[src/rtl/icw_pkg.sv]
// Package: shared widths, field positions and sequencer state type.
// Assumes one byte-wide host bus; field positions follow the word formats.
package icw_pkg;
    localparam int DATA_W     = 8;
    localparam int TAG_BIT    = 4;  // set in a first word with a0 low
    localparam int IC4_BIT    = 0;
    localparam int SNGL_BIT   = 1;
    localparam int LTIM_BIT   = 3;
    localparam int VLO_MSB    = 7;
    localparam int VLO_LSB    = 5;
    localparam int VLO_W      = VLO_MSB - VLO_LSB + 1;
    localparam int NUM_WORDS  = 4;

    typedef enum logic [2:0] {
        ST_WAIT1 = 3'd0,
        ST_WAIT2 = 3'd1,
        ST_WAIT3 = 3'd2,
        ST_WAIT4 = 3'd3,
        ST_READY = 3'd4
    } seq_state_t;
endpackage

[src/rtl/icw_strobe_edge.sv]
// Module: turns the asynchronous-length write strobe into a single-cycle
// write pulse on the first clock edge where wr_n is low with cs_n low.
// Assumes wr_n, cs_n are already synchronous to clk.
module icw_strobe_edge (
    input  logic clk,
    input  logic rst_n,
    input  logic cs_n,
    input  logic wr_n,
    output logic wr_pulse
);
    logic wr_q;

    // Remember the previous strobe level to find its falling edge.
    always_ff @(posedge clk) begin
        if (!rst_n) wr_q <= 1'b1;
        else        wr_q <= wr_n;
    end

    assign wr_pulse = !cs_n && !wr_n && wr_q;


    one_pulse_per_write_chk: assert property (@(posedge clk) disable iff (!rst_n)
        wr_pulse |=> !wr_pulse);
endmodule

[src/rtl/icw_step_fsm.sv]
// Module: decides which word each write carries and steps through the
// sequence, skipping cascade and mode words as the first word dictates.
// Assumes wr_pulse lasts one cycle per write.
module icw_step_fsm
    import icw_pkg::*;
(
    input  logic                  clk,
    input  logic                  rst_n,
    input  logic                  wr_pulse,
    input  logic                  a0,
    input  logic [DATA_W-1:0]     din,
    input  logic                  single_cfg,
    input  logic                  ic4_cfg,
    output logic [NUM_WORDS-1:0]  load,
    output logic                  ready
);
    seq_state_t state_q, state_d;
    logic       is_first;
    logic       sngl_now, ic4_now;

    assign is_first = wr_pulse && !a0 && din[TAG_BIT];
    // Skip decisions after the vector word use the stored first word.
    assign sngl_now = single_cfg;
    assign ic4_now  = ic4_cfg;

    // Select the store enable and the next state for this cycle.
    always_comb begin
        state_d = state_q;
        load    = '0;
        if (is_first) begin
            load[0] = 1'b1;
            state_d = ST_WAIT2;
        end else if (wr_pulse && a0) begin
            unique case (state_q)
                ST_WAIT2: begin
                    load[1] = 1'b1;
                    if (!sngl_now)    state_d = ST_WAIT3;
                    else if (ic4_now) state_d = ST_WAIT4;
                    else              state_d = ST_READY;
                end
                ST_WAIT3: begin
                    load[2] = 1'b1;
                    state_d = ic4_now ? ST_WAIT4 : ST_READY;
                end
                ST_WAIT4: begin
                    load[3] = 1'b1;
                    state_d = ST_READY;
                end
                default: state_d = state_q;
            endcase
        end
    end

    // Hold the current position in the sequence.
    always_ff @(posedge clk) begin
        if (!rst_n) state_q <= ST_WAIT1;
        else        state_q <= state_d;
    end

    assign ready = (state_q == ST_READY);


    restart_to_vec_chk: assert property (@(posedge clk) disable iff (!rst_n)
        (wr_pulse && !a0 && din[TAG_BIT]) |=> (state_q == ST_WAIT2 && !ready));

    ready_after_write_chk: assert property (@(posedge clk) disable iff (!rst_n)
        $rose(ready) |-> $past(wr_pulse));

    skip_to_ready_chk: assert property (@(posedge clk) disable iff (!rst_n)
        (wr_pulse && a0 && !din[TAG_BIT] && state_q == ST_WAIT2 && single_cfg && !ic4_cfg)
        |=> ready);
endmodule

[src/rtl/icw_word_regs.sv]
// Module: stores the setup words and decodes the configuration fields.
// Assumes at most one load enable per cycle; a first-word load clears
// the cascade and mode words.
module icw_word_regs
    import icw_pkg::*;
(
    input  logic                  clk,
    input  logic                  rst_n,
    input  logic [NUM_WORDS-1:0]  load,
    input  logic [DATA_W-1:0]     din,
    output logic [DATA_W-1:0]     w1,
    output logic [DATA_W-1:0]     w2,
    output logic [DATA_W-1:0]     w3,
    output logic [DATA_W-1:0]     w4
);
    logic [DATA_W-1:0] word_q [NUM_WORDS];

    for (genvar g = 0; g < NUM_WORDS; g++) begin : g_word
        // Capture word g on its enable; a first word clears later words.
        always_ff @(posedge clk) begin
            if (!rst_n)
                word_q[g] <= '0;
            else if (load[g])
                word_q[g] <= din;
            else if (g >= 2 && load[0])
                word_q[g] <= '0;
        end
    end

    assign w1 = word_q[0];
    assign w2 = word_q[1];
    assign w3 = word_q[2];
    assign w4 = word_q[3];


    single_target_chk: assert property (@(posedge clk) disable iff (!rst_n)
        $onehot0(load));

    restart_clears_chk: assert property (@(posedge clk) disable iff (!rst_n)
        load[0] |=> (w3 == '0 && w4 == '0));

    idle_hold_chk: assert property (@(posedge clk) disable iff (!rst_n)
        (load == '0) |=> ($stable(w1) && $stable(w2) && $stable(w3) && $stable(w4)));
endmodule

[src/rtl/icw_sequencer.sv]
// Module: top of the initialization front end. Detects writes, steps the
// word sequence and presents the decoded configuration.
// Assumes all bus inputs are synchronous to clk.
module icw_sequencer
    import icw_pkg::*;
(
    input  logic              clk,
    input  logic              rst_n,
    input  logic              cs_n,
    input  logic              wr_n,
    input  logic              a0,
    input  logic [7:0]        din,
    output logic              ready,
    output logic              level_mode,
    output logic              single_mode,
    output logic              icw4_needed,
    output logic [2:0]        vec_lo,
    output logic [7:0]        vec_hi,
    output logic [7:0]        cascade_cfg,
    output logic [7:0]        mode_cfg
);
    logic                 wr_pulse;
    logic [NUM_WORDS-1:0] load;
    logic [DATA_W-1:0]    w1, w2, w3, w4;

    icw_strobe_edge u_edge (
        .clk      (clk),
        .rst_n    (rst_n),
        .cs_n     (cs_n),
        .wr_n     (wr_n),
        .wr_pulse (wr_pulse)
    );

    icw_step_fsm u_fsm (
        .clk        (clk),
        .rst_n      (rst_n),
        .wr_pulse   (wr_pulse),
        .a0         (a0),
        .din        (din),
        .single_cfg (w1[SNGL_BIT]),
        .ic4_cfg    (w1[IC4_BIT]),
        .load       (load),
        .ready      (ready)
    );

    icw_word_regs u_regs (
        .clk   (clk),
        .rst_n (rst_n),
        .load  (load),
        .din   (din),
        .w1    (w1),
        .w2    (w2),
        .w3    (w3),
        .w4    (w4)
    );

    assign level_mode  = w1[LTIM_BIT];
    assign single_mode = w1[SNGL_BIT];
    assign icw4_needed = w1[IC4_BIT];
    assign vec_lo      = w1[VLO_MSB:VLO_LSB];
    assign vec_hi      = w2;
    assign cascade_cfg = w3;
    assign mode_cfg    = w4;


    vec_follows_first_chk: assert property (@(posedge clk) disable iff (!rst_n)
        load[1] |-> !ready);
endmodule

[config.mk]
export PLATFORM = sky130hd
export DESIGN_NAME = icw_sequencer
export DESIGN_NICKNAME = d
export VERILOG_FILES = /design/src/rtl/icw_pkg.sv /design/src/rtl/icw_strobe_edge.sv /design/src/rtl/icw_step_fsm.sv /design/src/rtl/icw_word_regs.sv /design/src/rtl/icw_sequencer.sv
export SDC_FILE = /design/constraint.sdc
export NUM_CORES = 1
export LEC_CHECK = 0
export ABC_CLOCK_PERIOD_IN_PS = 1950
export CORE_ASPECT_RATIO = 1.4
export CORE_MARGIN = 2
export CORE_UTILIZATION = 42
export CTS_BUF_LIST = sky130_fd_sc_hd__clkbuf_8 sky130_fd_sc_hd__clkbuf_16
export DETAILED_ROUTE_END_ITERATION = 8
export DONT_BUFFER_PORTS = 1
export PLACE_DENSITY = 0.58
export SYNTH_ARGS = -nofsm -noshare
export SYNTH_HDL_FRONTEND = slang
export SYNTH_HIERARCHICAL = 1
export SYNTH_SLANG_ARGS = --single-unit
[constraint.sdc]
create_clock -name clk -period 1.95 [get_ports clk]
set_input_delay 0.2925 -clock clk [delete_from_list [all_inputs] [get_ports clk]]
set_output_delay 0.2925 -clock clk [all_outputs]
set_load 0.01 [all_outputs]
==> reports/qor.yml, run 1 <==
global_route:
  grt_max_degree: 38
  grt_first_pass_wirelength_um: 4080
  antenna_found_initial: 0
  grt_overflow: 0
  grt_pass1_vias: 762
  grtUsageTotal_pct: 15.3
placed_design:
  io_buffers: 0
  dpl.hpwl_um: 1910
  place_congestion: 0.700
critical_path:
  r2r_slack_ns: 0.15
  max_stage_delay_ns: 0.54
  cp.arrival_ns: 1.79
  worstSetupEndpointType: "register"
  worst_setup_path_start_kind: "register"
  crit_path_top_delay_cell: "or3b_1"
  reg2reg_depth: 4
  r2r-end: "u_regs/word_q[3][7]"
  cp_cell_sequence: "nor3b_2 > and3b_2 > and3_2 > or3b_1"
  critical_path_required_ns: 1.94
  r2r_start: "u_edge/wr_q"
  path_max_fanout: 9
  worst-setup-path-type: "register to register"
run_status:
  status: "completed"
floorplanning:
  die_w_um: 53.0
  start_util_pct: 44.8
  dieArea_mm2: 0.00385
  rows: 24
  die_h_um: 72.6
  core-area_mm2: 0.00315
  boundaryPins: 44
cts:
  cts_sinks: 34
  clock_latency_ns: 0.28
  cts_setup_buffers: 0
  cts_max_path_buffers: 2
  cts-root-buf: "clkbuf_8"
  post_cts_resized: 0
  cts_buffers: 5
  cts.htree.levels: 2
  cts_tree: "yes"
  cts_hold_buf: 0
  clk_pin_slew_worst_paths_ns: 0.07
timing:
  skew_ns: 0.00227
  finalHoldViolations: 0
  worstMarginPinSlew_ns: 0.368
  fmax_ghz: 0.554
  fin_setup_tns_ns: 0
  fin_crit_sh_pct: 92.6
  timing.slew.headroom_pct: 75.4
  period_needed_ns: 1.80
  slew_violations: 0
  rsz0062_at_grt: "no"
  finalSetupViolCount: 0
final_layout:
  drive_gt1_share_pct: 16.0
  antenna_cells: 0
  layout.nets: 118
  final_util_pct: 49.4
  area_growth_pct: 10.5
synthesis:
  syn_avg_cell_area_um2: 14.0
  synth_area_mm2: 0.00141
  yosysWarnings: 6
  synth_nets: 114
  synthCells: 101
routing:
  detailroute.via_count: 801
  viasPerCell: 5.52
  finalWirelength_um: 2640
  first_pass_iters: 4
  ant_nets: 0
  drtIter0Drc: 37
  drc: 0
  wire_per_inst_um: 18.2
pwr:
  power_mw: 1.50
  power_density_mw_per_mm2: 963
  p_leak_nw: 0.691
  max-vdd-ir-drop_mv: 0.650
run:
  drv_cap: 0
worst_hold_path:
  min_path_cells: 1
  min_from: "rst_n"
  hold_class: "input pin to register"
  hold_end: "u_edge/wr_q"
worst max path at each step:
stage | start | depth (start not counted) | end | slack (ns)
after detailed placement | u_edge/wr_q | 4 | u_regs/word_q[3][7] | 0.15
final | u_edge/wr_q | 4 | u_regs/word_q[3][7] | 0.15
after global placement | u_edge/wr_q | 4 | u_regs/word_q[3][2] | 0.19
after global routing | u_edge/wr_q | 4 | u_regs/word_q[3][7] | 0.07
after floorplan | u_edge/wr_q | 4 | u_regs/word_q[3][0] | 0.24
after CTS | u_edge/wr_q | 4 | u_regs/word_q[3][7] | 0.14
area by class of cell:
cell class                 instances  area (um^2)
clock inverter                     3         40.0
timing repair buffer               3         22.5
tap                               39         48.8
multi-input combinational         60          394
clock buffer                       5         68.8
sequential                        34          981
inverter                           1         3.75
fill                             285         1590
flip-flops by register name, indices dropped and copies added, names as in the netlist:
register and flops:
u_edge/wr_q 1, u_fsm/state_q 3, u_regs/word_q 30
per-layer routing:
layer | wire (um) | track usage, % | vias up | part of all wire (%)
met5 | 0 | 0 | - | 0
met4 | 44 | 6.84 | 0 | 1.7
met3 | 212 | 6.97 | 6 | 8.0
met2 | 1330 | 24.3 | 41 | 51
met1 | 1040 | 17.6 | 368 | 40
li1 | - | - | 386 | -
where the power goes:
part           internal (mW)  switching, mW  total [mW]
Sequential             0.818         0.0244       0.842
Combinational         0.0130         0.0222      0.0352
Clock                  0.376          0.248       0.624
Total                   1.21          0.295        1.50
placed cells by master, fill, tap and decap left out, drive strengths merged:
cell type and count:
a211oi 1, a21boi 1, a21oi 4, and3 31, and3b 2, buf 3
bufinv 1, clkbuf 5, clkinv 2, dfxtp 4, edfxtp 30, inv 1
mux2i 1, nand2 2, nand2b 3, nand3 1, nor2 4, nor2b 1
nor3b 2, o21a 1, o21ai 1, o22ai 1, or2b 2, or3b 2
through the flow:
step	cells	area (um^2)	hold WS (ns)	setup WS (ns)
6_report	145	1560	0.0862	0.145
5_1_grt	145	1560	0.0821	0.0665
4_1_cts	145	1560	0.0800	0.141
3_5_place_dp	137	1450	0.373	0.151
3_3_place_gp	137	1450	0.372	0.191
2_1_floorplan	101	1410	0.366	0.244
critical path, delay by kind of cell, from the launching register on:
kind	cells	cell delay (ns)
simple gates	4	1.22
flops	1	0.29
Power figures use the tool's default switching activity.
==> inputs of run 2 (changes only) <==
--- a/config.mk
+++ b/config.mk
@@ -13,6 +13,7 @@
 export DETAILED_ROUTE_END_ITERATION = 8
 export DONT_BUFFER_PORTS = 1
 export PLACE_DENSITY = 0.58
+export REMOVE_ABC_BUFFERS = 1
 export SYNTH_ARGS = -nofsm -noshare
 export SYNTH_HDL_FRONTEND = slang
 export SYNTH_HIERARCHICAL = 1
==> run 2 against run 1 <==
  * Worst hold slack gained 0.0044 ns
  * Highest routed layer unchanged
  * Fmax shrank 0.18%
  * Clock skew grew 0.0036 ns
  * Critical endpoint is now u_regs/word_q[3][6]
  * First-iteration DRC count shrank 5.4%
  * Critical path type unchanged
  * Non-clock buffer count shrank 1
  * Worst setup slack lost 0.0032 ns
  * Combinational power shrank 7.4%
  * Clock-buffer cell count is the same
  * Design area shrank 2.6%
  * Via count grew 2.2%
==> reports/qor.yml, run 2 (synthesis gave the netlist of run 1 again) <==
floorplanning:
  boundaryPins: 44  # unchanged
  core-area_mm2: 0.00315  # unchanged
  die_w_um: 53.0  # unchanged
  start_util_pct: 44.8  # unchanged
  dieArea_mm2: 0.00385  # unchanged
  die_h_um: 72.6  # unchanged
  rows: 24  # unchanged
pwr:
  p_leak_nw: 0.674  # was 0.691 nW
  max-vdd-ir-drop_mv: 0.483  # was 0.650 mV
  intPower_mw: 1.06  # was 1.21 mW
  switching_power_mw: 0.273  # was 0.295 mW
  power_frac_comb_pct: 2.4  # was 2.3%
  pwr-share-seq_pct: 63.2  # was 56.1%
  power_mw: 1.34  # was 1.50 mW
  pwr-share-clk_pct: 34.4  # was 41.6%
  power_density_mw_per_mm2: 881  # was 963 mW/mm^2
  p_sw_share_pct: 20.4  # was 19.6%
timing:
  fin_setup_tns_ns: 0  # unchanged
  fin_crit_sh_pct: 92.7  # was 92.6%
  worstMarginPinSlew_ns: 0.386  # was 0.368 ns
  period_needed_ns: 1.81  # was 1.80 ns
  rsz0062_at_grt: "no"  # unchanged
  fmax_ghz: 0.553  # was 0.554 GHz
  slew_violations: 0  # unchanged
  timing.slew.headroom_pct: 74.2  # was 75.4%
  skew_ns: 0.00590  # was 0.00227 ns
  finalSetupViolCount: 0  # unchanged
  finalHoldViolations: 0  # unchanged
critical_path:
  worst_setup_path_start_kind: "register"  # unchanged
  cp.arrival_ns: 1.80  # was 1.79 ns
  startpoint: "u_edge/wr_q"  # unchanged
  r2r_slack_ns: 0.14  # was 0.15 ns
  cp_cell_sequence: "nor3b_2 > and3b_2 > and3_2 > or3b_1"  # unchanged
  path_max_fanout: 9  # unchanged
  worstSetupEndpointType: "register"  # unchanged
  r2r_start: "u_edge/wr_q"  # unchanged
  crit_path_top_delay_cell: "or3b_1"  # unchanged
  reg2reg_depth: 4  # unchanged
  worst-setup-path-type: "register to register"  # unchanged
  r2r-end: "u_regs/word_q[3][6]"  # was u_regs/word_q[3][7]
  critical_path_required_ns: 1.94  # about the same
  max_stage_delay_ns: 0.54  # about the same
placed_design:
  placed_area_mm2: 0.00144  # was 0.00145 mm^2
  place_congestion: 0.743  # was 0.700
  placed_cells: 136  # was 137
  dpl.hpwl_um: 1960  # was 1910 um
  io_buffers: 0  # unchanged
routing:
  drtIter0Drc: 35  # was 37
  first_pass_iters: 4  # unchanged
  detailroute.via_count: 819  # was 801
  viasPerCell: 5.73  # was 5.52
  drc: 0  # unchanged
  finalWirelength_um: 2720  # was 2640 um
  ant_nets: 0  # unchanged
  wire_per_inst_um: 19.0  # was 18.2 um
cts:
  clk_pin_slew_worst_paths_ns: 0.06  # was 0.07 ns
  cts_setup_buffers: 0  # unchanged
  clock_latency_ns: 0.28  # about the same
  cts-root-buf: "clkbuf_8"  # unchanged
  cts_max_path_buffers: 2  # unchanged
  cts.htree.levels: 2  # unchanged
  cts_sinks: 34  # unchanged
  cts_tree: "yes"  # unchanged
  cts_hold_buf: 0  # unchanged
  post_cts_resized: 0  # unchanged
  cts_buffers: 5  # unchanged
global_route:
  grt_overflow: 0  # unchanged
  antenna_found_initial: 0  # unchanged
  grt_max_degree: 38  # unchanged
  grtUsageTotal_pct: 15.2  # was 15.3%
  grt_first_pass_wirelength_um: 3930  # was 4080 um
  grt_pass1_vias: 772  # was 762
run_status:
  status: "completed"  # unchanged
worst_hold_path:
  min_path_cells: 1  # unchanged
  hold_end: "u_edge/wr_q"  # unchanged
  min_from: "rst_n"  # unchanged
  hold_class: "input pin to register"  # unchanged
final_layout:
  stdcell_count: 143  # was 145
  top_regs: "u_regs/word_q: 30 flops, u_fsm/state_q: 3 flops, u_edge/wr_q: 1 flops"  # unchanged
  antenna_cells: 0  # unchanged
  final_cell_mix: "and3_1 (30), edfxtp_1 (30), clkbuf_8 (5)"  # unchanged
  largest_register: "u_regs/word_q"  # unchanged
  layout.nets: 117  # was 118
  drive_gt1_share_pct: 12.5  # was 16.0%
  largest_reg_flops: 30  # unchanged
  final_cell_area_mm2: 0.00152  # was 0.00156 mm^2
  area_growth_pct: 7.62  # was 10.5%
run:
  drv_cap: 0  # unchanged
[run 2: cell types whose count changed in the layout (fill, tap and decap cells not counted), sizes merged]
cell | before | now
bufinv | 1 | 0
buf | 3 | 2
clkinv | 2 | 0
inv | 1 | 3
[run 2: cell type report]
cell class,instances,area (um^2)
clock buffers,5,68.8
clock inverters,2,7.51
fillers,302,1630
inverters,1,3.75
multi-input cells,60,394
flip-flops and latches,34,981
well taps,39,48.8
repair buffers,2,15.0
[run 2: metrics by stage]
step                      utilization, %  setup slack (ns)  hold WS [ns]
after floorplan                        -             0.244         0.366
after global placement              45.8             0.187         0.373
after detailed placement            45.8             0.140         0.378
after CTS                           48.2             0.127        0.0791
after global routing                48.2            0.0567        0.0897
final                               48.2             0.142        0.0906
[run 2: worst max-delay path, delay by kind of cell (launching register included)]
| family | cells | cell delay [ns] |
|---|---|---|
| flops | 1 | 0.29 |
| simple gates | 4 | 1.21 |
[run 2: metal layers]
layer	track usage, %	part of all wire, %	wire [um]	vias to the layer above
met5	0	0	0	-
met4	8.83	2.1	56	0
met3	6.56	7.2	195	6
met2	24.6	52	1410	39
met1	16.3	39	1060	391
li1	-	-	-	383
[run 2: worst max-delay path by stage]
stage                          endpoint  slack [ns]  cells after the start
finish              u_regs/word_q[3][6]        0.14                      4
detailed placement  u_regs/word_q[3][5]        0.14                      4
global placement    u_regs/word_q[3][3]        0.19                      4
CTS                 u_regs/word_q[3][5]        0.13                      4
global route        u_regs/word_q[3][0]        0.06                      4
floorplan           u_regs/word_q[3][0]        0.24                      4
[run 2: power groups by stage]
| stage | registers (mW) | logic (mW) | clock network [mW] |
|---|---|---|---|
| final | 0.845 | 0.0326 | 0.460 |
| after CTS | 0.846 | 0.0329 | 0.472 |
| after global routing | 0.847 | 0.0369 | 0.500 |
| after detailed placement | 0.861 | 0.0328 | 0 |
| after floorplan | 0.855 | 0.0263 | 0 |
| after global placement | 0.860 | 0.0314 | 0 |
==> inputs of run 3 (changes only) <==
--- a/config.mk
+++ b/config.mk
@@ -13,6 +13,7 @@
 export DETAILED_ROUTE_END_ITERATION = 8
 export DONT_BUFFER_PORTS = 1
 export PLACE_DENSITY = 0.58
+export RECOVER_POWER = 100
 export REMOVE_ABC_BUFFERS = 1
 export SYNTH_ARGS = -nofsm -noshare
 export SYNTH_HDL_FRONTEND = slang
==> run 3 against run 2 <==
  * Worst setup slack got worse by 0.0021 ns
  * Routed wire length barely moved
  * Global-route usage is the same
  * First-iteration DRC count increased by 5.7%
  * Design area shrank 0.49%
  * Worst hold slack worse by 0.0020 ns
  * Sequential share of layout area grew 0.32 points
  * Non-clock buffer count unchanged
  * Final cell count unchanged
  * Die area stayed put
  * Largest power group unchanged
==> reports/qor.yml, run 3 (synthesis gave the netlist of run 1 again) <==
run_status:
  status: "completed"  # unchanged
final_layout:
  n_fill_cell: 303  # was 302
  top_regs: "u_regs/word_q: 30 flops, u_fsm/state_q: 3 flops, u_edge/wr_q: 1 flops"  # unchanged
  stdcell_count: 143  # unchanged
  final-seq-area_um2: 981  # unchanged
  multi_input_comb_area_um2: 394  # unchanged
  largest_reg_flops: 30  # unchanged
  largest_register: "u_regs/word_q"  # unchanged
  final_cell_mix: "and3_1 (30), edfxtp_1 (30), clkbuf_8 (5)"  # unchanged
  antenna_cells: 0  # unchanged
  layout.nets: 117  # unchanged
  drive_gt1_share_pct: 10.6  # was 12.5%
  area_growth_pct: 7.09  # was 7.62%
routing:
  ant_nets: 0  # unchanged
  first_pass_iters: 4  # unchanged
  drc: 0  # unchanged
  drtIter0Drc: 37  # was 35
  detailroute.via_count: 822  # was 819
  wire_per_inst_um: 19.0  # about the same
  viasPerCell: 5.75  # was 5.73
  finalWirelength_um: 2720  # about the same
global_route:
  grt_pass1_vias: 772  # unchanged
  grt_first_pass_wirelength_um: 3930  # unchanged
  grtUsageTotal_pct: 15.2  # unchanged
  grt_max_degree: 38  # unchanged
  grt_overflow: 0  # unchanged
  antenna_found_initial: 0  # unchanged
critical_path:
  worst_setup_path_start_kind: "register"  # unchanged
  critical_path_required_ns: 1.94  # about the same
  worst-setup-path-type: "register to register"  # unchanged
  worstSetupEndpointType: "register"  # unchanged
  path_max_fanout: 9  # unchanged
  cp.arrival_ns: 1.80  # about the same
floorplanning:
  start_util_pct: 44.8  # unchanged
  die_w_um: 53.0  # unchanged
  dieArea_mm2: 0.00385  # unchanged
  rows: 24  # unchanged
  boundaryPins: 44  # unchanged
  die_h_um: 72.6  # unchanged
  core-area_mm2: 0.00315  # unchanged
pwr:
  p_sw_share_pct: 20.3  # was 20.4%
  p_leak_nw: 0.665  # was 0.674 nW
  power_mw: 1.34  # about the same
  intPower_mw: 1.06  # about the same
  pwr-share-clk_pct: 34.3  # was 34.4%
  pwr-share-seq_pct: 63.3  # was 63.2%
  max-vdd-ir-drop_mv: 0.481  # was 0.483 mV
  power_frac_comb_pct: 2.4  # about the same
  switching_power_mw: 0.271  # was 0.273 mW
  power_density_mw_per_mm2: 883  # was 881 mW/mm^2
cts:
  cts_buffers: 5  # unchanged
  cts_tree: "yes"  # unchanged
  clk_pin_slew_worst_paths_ns: 0.06  # about the same
  cts_sinks: 34  # unchanged
  cts_hold_buf: 0  # unchanged
  post_cts_resized: 0  # unchanged
  cts.htree.levels: 2  # unchanged
  cts_setup_buffers: 0  # unchanged
  cts_max_path_buffers: 2  # unchanged
  clock_latency_ns: 0.28  # about the same
  cts-root-buf: "clkbuf_8"  # unchanged
placed_design:
  dpl.hpwl_um: 1960  # unchanged
  place_congestion: 0.743  # unchanged
  placed_cells: 136  # unchanged
  io_buffers: 0  # unchanged
timing:
  finalSetupViolCount: 0  # unchanged
  skew_ns: 0.00523  # was 0.00590 ns
  worstMarginPinSlew_ns: 0.386  # about the same
  rsz0062_at_grt: "no"  # unchanged
  slew_violations: 0  # unchanged
  period_needed_ns: 1.81  # about the same
  timing.slew.headroom_pct: 74.2  # about the same
  finalHoldViolations: 0  # unchanged
  fmax_ghz: 0.552  # was 0.553 GHz
  fin_setup_tns_ns: 0  # unchanged
  fin_crit_sh_pct: 92.8  # was 92.7%
worst_hold_path:
  hold_class: "input pin to register"  # unchanged
run:
  drv_cap: 0  # unchanged
-- run 3: final cells by class --
class                      instances  area share (%)
clock buffer                       5            4.55
clock inverter                     2           0.497
inverter                           1           0.248
multi-input combinational         60            26.1
sequential                        34            64.9
tap                               39            3.23
timing repair buffer               2           0.497
-- run 3: final timing paths --
check                   start             endpoint  slack [ns]  cells past startpoint
max               u_edge/wr_q  u_regs/word_q[3][3]        0.14                      4
min                     rst_n          u_edge/wr_q        0.09                      1
max reg2reg       u_edge/wr_q  u_regs/word_q[3][3]        0.14                      4
min reg2reg  u_fsm/state_q[2]     u_fsm/state_q[2]        0.55                      2
-- run 3: power groups by stage --
stage               Clock, mW  Sequential, mW  Combinational, mW
global placement            0           0.860             0.0314
global route            0.500           0.847             0.0362
CTS                     0.472           0.846             0.0329
detailed placement          0           0.861             0.0328
finish                  0.458           0.845             0.0320
floorplan                   0           0.855             0.0263
-- run 3: critical path, stage by stage (launching register included) --
cell     delay, ns
dfxtp_1       0.29
nor3b_2       0.16
and3b_2       0.25
and3_2        0.26
or3b_1        0.54
-- run 3: stage by stage --
stage | worst slack, ns | instance area (um^2) | hold WS, ns | utilization, %
global route | 0.0567 | 1510 | 0.0897 | 47.9
global placement | 0.187 | 1440 | 0.373 | 45.8
detailed placement | 0.140 | 1440 | 0.378 | 45.8
floorplan | 0.244 | 1380 | 0.366 | -
finish | 0.140 | 1510 | 0.0886 | 47.9
CTS | 0.127 | 1520 | 0.0791 | 48.2
-- run 3: routing by layer --
layer  part of all wire (%)  global-route usage (%)  routed length (um)
met1                     39                    16.3                1070
met2                     52                    24.6                1400
met3                    6.9                    6.56                 188
met4                    2.1                    8.83                  56
met5                      0                       0                   0
